==> src/rtl/gzc_pkg.sv <==
// Package: shared widths and code-map constants for the gain update controller.
// Assumes: codes are unsigned, gains are whole dB values below 128.
package gzc_pkg;
    localparam int DB_W      = 7;
    localparam int GAIN_OFS  = 9;
    localparam int CODE_SAT  = 56;
    localparam int GAIN_MAX  = 65;
endpackage

==> src/rtl/gzc_gain_map.sv <==
// Module: converts a gain code into dB (unity, offset range, saturation).
// Assumes: CODE_W wide enough to reach CODE_SAT; purely combinational.
module gzc_gain_map #(
    parameter int CODE_W = 6
) (
    input  logic [CODE_W-1:0]        code,
    output logic [gzc_pkg::DB_W-1:0] db
);
    import gzc_pkg::*;

    // Piecewise map of code to dB.
    always_comb begin
        if (code == '0) begin
            db = '0;
        end else if (int'(code) > CODE_SAT) begin
            db = DB_W'(GAIN_MAX);
        end else begin
            db = DB_W'(int'(code) + GAIN_OFS);
        end
    end
endmodule

==> src/rtl/gzc_zero_detect.sv <==
// Module: flags a zero crossing on the valid sample presented this cycle.
// Assumes: two's complement samples; the first valid sample after reset
// crosses only if it is exactly zero.
module gzc_zero_detect #(
    parameter int SMP_W = 16
) (
    input  logic             clk,
    input  logic             rst_n,
    input  logic             smp_valid,
    input  logic [SMP_W-1:0] smp_data,
    output logic             zc_hit
);
    localparam int MSB = SMP_W - 1;

    logic prev_neg;
    logic have_prev;

    // Remember the sign of the last valid sample.
    always_ff @(posedge clk) begin
        if (!rst_n) begin
            prev_neg  <= 1'b0;
            have_prev <= 1'b0;
        end else if (smp_valid) begin
            prev_neg  <= smp_data[MSB];
            have_prev <= 1'b1;
        end
    end

    // Crossing: exact zero, or a sign flip against the last valid sample.
    always_comb begin
        zc_hit = smp_valid &&
                 ((smp_data == '0) || (have_prev && (smp_data[MSB] != prev_neg)));
    end
endmodule

==> src/rtl/gzc_pend_timer.sv <==
// Module: counts cycles a change has been pending and signals expiry.
// Assumes: retrigger is high for one cycle when the requested gain moves.
module gzc_pend_timer #(
    parameter int TIMEOUT_CYC = 1600000
) (
    input  logic clk,
    input  logic rst_n,
    input  logic pending,
    input  logic retrigger,
    output logic expire
);
    localparam int CNT_W = $clog2(TIMEOUT_CYC + 1);
    localparam logic [CNT_W-1:0] LAST = CNT_W'(TIMEOUT_CYC - 1);

    logic [CNT_W-1:0] cnt;

    // Advance while pending, restart on a new request or when idle.
    always_ff @(posedge clk) begin
        if (!rst_n) begin
            cnt <= '0;
        end else if (!pending || retrigger) begin
            cnt <= '0;
        end else if (cnt != LAST) begin
            cnt <= cnt + 1'b1;
        end
    end

    // Expiry once the full window has elapsed on an unchanged request.
    always_comb begin
        expire = pending && !retrigger && (cnt == LAST);
    end
endmodule

==> src/rtl/gain_zc_ctrl.sv <==
// Module: top of the gain update controller. Decides the applied gain from
// the code, the unity override and the zero-cross/timeout deferral rule.
// Assumes: all inputs synchronous to clk.
module gain_zc_ctrl #(
    parameter int CODE_W      = 6,
    parameter int SMP_W       = 16,
    parameter int TIMEOUT_CYC = 1600000
) (
    input  logic                        clk,
    input  logic                        rst_n,
    input  logic [CODE_W-1:0]           gain_code,
    input  logic                        unity_force,
    input  logic                        zc_en,
    input  logic                        smp_valid,
    input  logic [SMP_W-1:0]            smp_data,
    output logic [gzc_pkg::DB_W-1:0]    gain_db,
    output logic                        gain_upd
);
    import gzc_pkg::*;

    logic [DB_W-1:0] want_db;
    logic [DB_W-1:0] want_q;
    logic [DB_W-1:0] applied;
    logic [DB_W-1:0] next_db;
    logic            zc_hit;
    logic            tmr_expire;
    logic            pending;
    logic            retrig;
    logic            upd_q;

    gzc_gain_map #(.CODE_W(CODE_W)) u_map (
        .code (gain_code),
        .db   (want_db)
    );

    gzc_zero_detect #(.SMP_W(SMP_W)) u_zc (
        .clk       (clk),
        .rst_n     (rst_n),
        .smp_valid (smp_valid),
        .smp_data  (smp_data),
        .zc_hit    (zc_hit)
    );

    gzc_pend_timer #(.TIMEOUT_CYC(TIMEOUT_CYC)) u_tmr (
        .clk       (clk),
        .rst_n     (rst_n),
        .pending   (pending),
        .retrigger (retrig),
        .expire    (tmr_expire)
    );

    // Pending state and request-change detection.
    always_comb begin
        retrig  = (want_db != want_q);
        pending = !unity_force && zc_en && (want_db != applied);
    end

    // Next applied gain: override, immediate, or deferred release.
    always_comb begin
        if (unity_force) begin
            next_db = '0;
        end else if ((want_db != applied) && (!zc_en || zc_hit || tmr_expire)) begin
            next_db = want_db;
        end else begin
            next_db = applied;
        end
    end

    // Register the applied gain, the last request and the update pulse.
    always_ff @(posedge clk) begin
        if (!rst_n) begin
            applied <= '0;
            want_q  <= '0;
            upd_q   <= 1'b0;
        end else begin
            applied <= next_db;
            want_q  <= want_db;
            upd_q   <= (next_db != applied);
        end
    end

    assign gain_db  = applied;
    assign gain_upd = upd_q;
endmodule

==> config.mk <==
export PLATFORM = sky130hd
export DESIGN_NAME = gain_zc_ctrl
export DESIGN_NICKNAME = d
export VERILOG_FILES = /design/src/rtl/gzc_pkg.sv /design/src/rtl/gzc_gain_map.sv /design/src/rtl/gzc_zero_detect.sv /design/src/rtl/gzc_pend_timer.sv /design/src/rtl/gain_zc_ctrl.sv
export SDC_FILE = /design/constraint.sdc
export NUM_CORES = 1
export LEC_CHECK = 0
export ABC_AREA = 1
export BUFFER_PORTS_ARGS = -buffer_cell sky130_fd_sc_hd__buf_2
export CAP_MARGIN = 20
export CORE_AREA = 4 4 61 91
export CTS_BUF_LIST = sky130_fd_sc_hd__clkbuf_4 sky130_fd_sc_hd__clkbuf_8
export CTS_CLUSTER_SIZE = 25
export DETAILED_ROUTE_END_ITERATION = 10
export DIE_AREA = 0 0 65 95
export PLACE_DENSITY = 0.7
export SKIP_LAST_GASP = 1
export SYNTH_ARGS = -nofsm -noshare
export SYNTH_HDL_FRONTEND = slang
export SYNTH_SLANG_ARGS = --single-unit
export TNS_END_PERCENT = 5
==> constraint.sdc <==
create_clock -name clk -period 2.4 [get_ports clk]
set_input_delay 0.12 -clock clk [delete_from_list [all_inputs] [get_ports clk]]
set_output_delay 0.12 -clock clk [all_outputs]
set_load 0.01 [all_outputs]
* After elaboration in Yosys (flattened, before gate mapping)
Index checks and enable logic that the tools add are counted. Widths: inputs -> output; s select.
Word-level totals: ROM bits 0, bits in latches 0, word-level logic and storage cells 38, output and inout port bits 8, bits in registers 38, bits in writable memories 0, memories kept 0, bits of input ports 27
Operators by class: multiply operators 0, $lt $le $gt $ge 1, reductions and logical operators 18, bitwise operators 1, div/mod/pow operators 0, add/subtract/negate cells 2, equality and inequality tests 6, shift-type cells 0, multiplexer cells 4
Operator list (number):
- $mux 7 | 4
- $add 21x1->21 const B | 1
- $eq 21x21->1 const B | 1
- $ne 21x21->1 const B | 1
- $ne 7x7->1 | 3
- $logic_not 16->1 | 1
- $add 6x4->7 const B | 1
- $logic_and 1x1->1 | 7
- $gt 6x6->1 const B | 1
- $logic_not 6->1 | 1
- $logic_not 1->1 | 4
- $logic_or 1x1->1 | 4
- $reduce_or 2->1 | 1
- $ne 1x1->1 | 1
- $not 1->1 | 1

* Logic depth before layout (Yosys ltp)
Gate-level depths: netlist of the first run.
depth after elaboration 12, mapped depth 17

* Hierarchy
A second synthesis of the first run with hierarchy kept.
Unflattened totals: cells, all modules 407, area total of the unflattened synthesis 2547.4 um2
Modules (own cells, without submodules):
- gzc_pend_timer | instances 1, sequential area each 420.4 um2, cells each 199, area an instance 1271.2 um2
- gain_zc_ctrl | instances 1, sequential area each 300.3 um2, cells each 146, area an instance 959.7 um2
- gzc_gain_map | instances 1, sequential area each 0.0 um2, cells each 37, area an instance 175.2 um2
- gzc_zero_detect | instances 1, sequential area each 40.0 um2, cells each 25, area an instance 141.4 um2

* Least setup slack after synthesis of the first run
Ideal clock, no wire load.
path kind register to register, start point register u_tmr.cnt[0], end point register u_tmr.cnt[19], path slack 0.567 ns, cell stages (with the launch flop) 14, clock period less this slack 1.833 ns, arrival 1.718 ns, required time 2.285 ns, buffers on the path 0, cell sequence dfxtp_1 -> ha_1 -> nand3b_1 -> nor2_2 -> inv_1 -> nand3b_1 -> nor2_1 -> nand2_1 -> nor2_1 -> nand3_2 -> nor2_1 -> nand3_1 -> nand2_1 -> nor2_1
On the way: cells in the longest elaborated chain, start to end 1
RTL lines:
- start: declaration | line gzc_pend_timer.sv:15 | logic [CNT_W-1:0] cnt;
- start signal: assignment | line gzc_pend_timer.sv:24 | cnt <= cnt + 1'b1;
- $add 21x1->21 or $ne 21x21->1 (tied branches) | line gzc_pend_timer.sv:24, gzc_pend_timer.sv:23
Several ways; a longest one is shown, not always the timed one. A chain may end at the register's enable or synchronous reset.

* Worst setup path in the final report of the first run
Same ends and word-level chain as after synthesis.

==> results of run 1 <==
## layer usage
layer,vias up,global-route usage (%),share of wire (%)
li1,1174,-,-
met5,-,0,0
met1,1030,20.5,39
met3,12,3.69,3.0
met2,37,36.6,56
met4,0,8.64,2.2
## state kept, by name (all words and copies together) (netlist names)
register        cells
u_zc.prev_neg       1
u_zc.have_prev      1
gain_db             7
u_tmr.cnt          21
gain_upd            1
want_q              7
## cell families (layout without fill, tap and decap cells)
| family | after synthesis | count (layout) | synth area share, % |
|---|---|---|---|
| AOI/OAI and AO/OA | 39 | 39 | 10.3 |
| buffers and inverters | 47 | 88 | 8.03 |
| DFF | 38 | 38 | 32.8 |
| and+or+nand+nor | 198 | 198 | 45.0 |
| adders and majority gates | 3 | 3 | 1.62 |
| xor gates and xnor gates | 6 | 6 | 2.26 |
## placed cells by master, fill, tap and decap left out, types with 4 or more instances in the layout
master	count
a211oi_1	6
a21oi_1	15
a21oi_2	4
buf_2	34
clkbuf_8	6
dfxtp_1	38
inv_1	41
nand2_1	74
nand2_2	4
nand2_4	5
nand3_1	21
nand3_2	5
nand3b_1	5
nand4_1	15
nor2_1	42
nor3_1	5
nor4_1	6
o21ai_0	5
xor2_1	4
## worst reg2reg max path: stages, from the launching register on
cell	delay [ps]
dfxtp_1	340
ha_1	220
nand3b_1	140
nor2_2	80
inv_1	80
nand3b_1	90
nor2_1	140
nand2_1	110
nor2_1	230
nand3_2	160
nor2_1	190
nand3_1	90
nand2_1	70
nor2_1	30
## Yosys cell counts, drive strengths merged
library cell and instances:
nand2 83, nor2 45, inv 44, dfxtp 38, nand3 28, a21oi 19
nand4 15, nor4 8, o21ai 7, a211oi 6, nand3b 6, nor3 6
xor2 4, a31oi 3, ha 3, nor3b 3, o21a 3, or2 3
buf 2, xnor2 2, a21boi 1, clkinv 1, or3 1
## layout make-up
class,instances,share of cell area (%)
multi-input cells,246,51.6
well taps,66,3.10
repair buffers,35,6.68
clock buffers,7,3.39
inverters,45,6.44
flip-flops and latches,38,28.6
clock inverters,1,0.188
## power groups by stage
stage / clock network, W / logic [W] / registers (W)
after floorplan: 0 / 0.000144 / 0.000678
final: 0.000465 / 0.000217 / 0.000661
after CTS: 0.000479 / 0.000217 / 0.000661
after detailed placement: 0 / 0.000216 / 0.000676
after global routing: 0.000499 / 0.000248 / 0.000663
after global placement: 0 / 0.000213 / 0.000675
## stage by stage
stage / instances / area, sq um / hold WS, ps
2_1_floorplan: 331 / 2320 / 255
3_5_place_dp: 430 / 2570 / 414
5_1_grt: 438 / 2660 / 132
6_report: 438 / 2660 / 107
3_3_place_gp: 430 / 2570 / 389
4_1_cts: 438 / 2660 / 111
## final timing paths
| kind | depth (start not counted) | start | end | slack [ps] |
|---|---|---|---|---|
| max | 13 | u_tmr.cnt[0] | u_tmr.cnt[19] | 320 |
| min | 3 | smp_data[15] | u_zc.prev_neg | 110 |
| max reg2reg | 13 | u_tmr.cnt[0] | u_tmr.cnt[19] | 320 |
| min reg2reg | 2 | u_zc.have_prev | u_zc.have_prev | 470 |
==> results_dict.tcl, run 1 <==
set metrics [dict create \
    yosysWarnings 0 \
    max_freq_ghz 0.480 \
    hold_path_class "input pin to flip-flop" \
    crit_buf_inv 1 \
    drcViolationCount 0 \
    worst_slew_pin_slew_ps 480 \
    htreeDepth 2 \
    p_int_w 0.000974 \
    rsz0062_at_grt "false" \
    status "completed" \
    syn-cell-area_sq_um 2320 \
    ant_nets 0 \
    grt_start_max_net_pins 20 \
    cts-root-buf "clkbuf_8" \
    path_cells "ha_1, nand3b_1, nor2_2, inv_1, nand3b_1, nor2_1, nand2_1, nor2_1, nand3_2, nor2_1, nand3_1, nand2_1, nor2_1" \
    min_period_ps 2080 \
    clk_pin_slew_ps 70 \
    dp_hpwl_mm 4.28 \
    finalCritPeriodShare_pct 86.8 \
    ios 35 \
    p_leak_nw 1.13 \
    fin_setup_tns_ps 0 \
    drive_above_1_share_pct 20.4 \
    setup-violations-final 0 \
    seq_area_sq_um 761 \
    ir_drop_mv 0.477 \
    layout.nets 401 \
    routed_wl_mm 5.35 \
    cp-start-kind "flip-flop" \
    skew_ps 3.40 \
    drtIter0Drc 120 \
    arrival_ps 2270 \
    cts_buffer_depth 2 \
    fp-row-count 31 \
    cts_tree "done" \
    relSlewSlack_pct 68.0 \
    die_h_um 95 \
    p_comb_share_pct 16.1 \
    place.gp.congestion 0.908 \
    synth_top_area_cell "dfxtp_1" \
    cts.sinks 38 \
    yosysUniqueCellTypes 38 \
    track_usage_pct 19.4 \
    cts_setup_buffers 0 \
    nFillCells 487 \
    syn_to_final_growth_pct 14.7 \
    start_util_pct 48.6 \
    diodes 0 \
    yosys.area.top_type_share_pct 32.8 \
    worst_path_most_repeated_cell "nor2_1" \
    slowest_delay_ps 340 \
    grt_overflow 0 \
    cp_max_fo 4 \
    wl_per_cell_um 12.2 \
    synth.area.top_cells "dfxtp_1, nand2_1, nor2_1" \
    clock_latency_ps 290 \
    syn_inst 331 \
    synth_seq_cells 38 \
    drv_slew 0 \
    multi_input_area_sq_um 1370 \
    pre_cts_ws_ps 228 \
    port-buffer-count 34 \
    cts_resized 0 \
    cts_inserted_buffers 5 \
    grt_pass1_vias 2226 \
    finalHoldViolations 0 \
    p_total_w 0.00134 \
    pwr-share-seq_pct 49.2 \
    slowest_stage "dfxtp_1" \
    hold_buffers 0 \
    sw_frac_of_total_pct 27.5 \
    antenna_found_initial 0 \
    crit_type "flip-flop to flip-flop" \
    syn_area_per_cell_sq_um 7.01 \
    grt_pass1_wl_mm 9.44 \
    core_area_sq_um 4770 \
    vias_per_cell 5.14 \
    worst_slack_ps 317 \
    crit_family "simple AND/OR/NAND/NOR gates" \
    dr.pass1.iters 4 \
    power_switching_w 0.000369 \
    ys_seq_area_share_pct 32.8 \
    dieArea_sq_um 6180 \
    pwr-share-clk_pct 34.6 \
    critPathCaptureType "flip-flop" \
    final_core_util_pct 55.8 \
    syn-num-nets 361 \
    required_ps 2590 \
    die_w_um 65 \
    p_per_area_nw_per_um2 504 \
    max_cap_viol_count 0 \
    vias 2253 \
]
Power figures use the tool's default switching activity.
==> inputs of run 2 (changes only) <==
PLACE_DENSITY = unset   (was 0.7)
PLACE_DENSITY_LB_ADDON = 0.12   (was unset)
==> results_dict.tcl, run 2 (same netlist as run 1, synthesis figures left out) <==
set metrics [dict create \
    dr.pass1.iters 4 \
    place.gp.congestion 0.845 \
    cts_inserted_buffers 5 \
    worst_path_most_repeated_cell "nand2_1" \
    drive_above_1_share_pct 20.7 \
    setup-violations-final 0 \
    cts_buffer_depth 2 \
    critPathCaptureType "flip-flop" \
    grt_start_max_net_pins 20 \
    final_core_util_pct 55.8 \
    most-common-layout-cells "nand2_1, inv_1, nor2_1" \
    pwr-share-seq_pct 48.9 \
    drv_slew 0 \
    slowest_delay_ps 350 \
    status "completed" \
    pwr-share-clk_pct 35.1 \
    max_freq_ghz 0.483 \
    final_common_cell "nand2_1" \
    syn_to_final_growth_pct 14.8 \
    routed_wl_mm 5.33 \
    diodes 0 \
    start_util_pct 48.6 \
    crit_buf_inv 1 \
    grt_pass1_vias 2181 \
    core_area_sq_um 4770 \
    finalCritPeriodShare_pct 86.2 \
    vias_per_cell 5.09 \
    cts_setup_buffers 0 \
    clock_latency_ps 290 \
    slowest_stage "dfxtp_1" \
    p_per_area_nw_per_um2 507 \
    cts-root-buf "clkbuf_8" \
    path_cells "inv_1, nor4_4, nand3b_1, nor2_2, nand4_1, nand2_2, nand3_1, nand2_1, nand2_1, nand2_1, nor2_1, a21oi_1" \
    p_total_w 0.00135 \
    cp_max_fo 7 \
    rsz0062_at_grt "false" \
    required_ps 2630 \
    top_register "u_tmr.cnt" \
    p_int_w 0.000974 \
    drcViolationCount 0 \
    port-buffer-count 34 \
    die_w_um 65 \
    track_usage_pct 19.1 \
    crit_type "flip-flop to flip-flop" \
    largest_reg_flops 21 \
    ir_drop_mv 0.391 \
    relSlewSlack_pct 69.2 \
    dp_hpwl_mm 4.26 \
    ant_nets 0 \
    fin_setup_tns_ps 0 \
    p_leak_nw 1.13 \
    wl_per_cell_um 12.2 \
    clk_pin_slew_ps 80 \
    antenna_found_initial 0 \
    drtIter0Drc 104 \
    pre_cts_ws_ps 206 \
    arrival_ps 2300 \
    worst_slack_ps 330 \
    die_h_um 95 \
    fp-row-count 31 \
    max_cap_viol_count 0 \
    dieArea_sq_um 6180 \
    skew_ps 8.28 \
    grt_pass1_wl_mm 9.27 \
    cts_tree "done" \
    hold_path_class "input pin to flip-flop" \
    cp-start-kind "flip-flop" \
    htreeDepth 2 \
    worst_slew_pin_slew_ps 462 \
    cts.sinks 38 \
    sw_frac_of_total_pct 27.9 \
    crit_family "simple AND/OR/NAND/NOR gates" \
    grt_overflow 0 \
    vias 2231 \
    min_period_ps 2070 \
    finalHoldViolations 0 \
    ios 35 \
    p_comb_share_pct 15.9 \
    power_switching_w 0.000377 \
    layout.nets 401 \
]
-- run 2: changes by cell type in the layout (fill, tap and decap cells not counted) --
cell    before  now
nor2_1      42   41
nor2_2       3    4
-- run 2: layout make-up --
class                           instances  area [sq um]
Tap cell                               66          82.6
Sequential cell                        38           761
Clock inverter                          1          5.00
Fill cell                             503          2110
Timing Repair Buffer                   35           178
Clock buffer                            7          90.1
Inverter                               45           171
Multi-Input combinational cell        246          1380
-- run 2: tightest hold or removal path, stage by stage --
cell	delay, ps
buf_2	90
o21ai_0	60
nor2_1	70
-- run 2: final timing paths --
path	from	end	slack, ps	cells after the start
setup / recovery	u_tmr.cnt[4]	gain_upd	330	12
hold / removal	smp_valid	u_zc.prev_neg	90	3
setup reg to reg	u_tmr.cnt[4]	gain_upd	330	12
hold reg to reg	u_zc.have_prev	u_zc.have_prev	470	2
-- run 2: stage by stage --
| step | cells | area [sq um] | hold slack (ps) |
|---|---|---|---|
| after floorplan | 331 | 2320 | 255 |
| after global placement | 430 | 2570 | 385 |
| after detailed placement | 430 | 2570 | 399 |
| after CTS | 438 | 2660 | 89.0 |
| after global routing | 438 | 2660 | 115 |
| final | 438 | 2660 | 87.9 |
-- run 2: power groups by stage --
stage | Clock (W) | Combinational (W) | Sequential [W]
after global routing | 0.000511 | 0.000243 | 0.000663
after floorplan | 0 | 0.000144 | 0.000678
after detailed placement | 0 | 0.000216 | 0.000676
after CTS | 0.000487 | 0.000217 | 0.000661
final | 0.000474 | 0.000215 | 0.000661
after global placement | 0 | 0.000215 | 0.000676
-- run 2: what timing repair did --
action | 4_1_cts | 5_1_grt
resized for setup | 0 | 1
hold buffers | 0 | 0
endpoints found under the setup margin | 0 | 1
-- run 2: per-layer routing --
layer / vias to the layer above / GRT usage (%) / routed length, um
li1: 1180 / - / -
met1: 1012 / 19.7 / 2080
met2: 29 / 37.2 / 3060
met3: 10 / 3.33 / 102
met4: 0 / 7.41 / 89
met5: - / 0 / 0
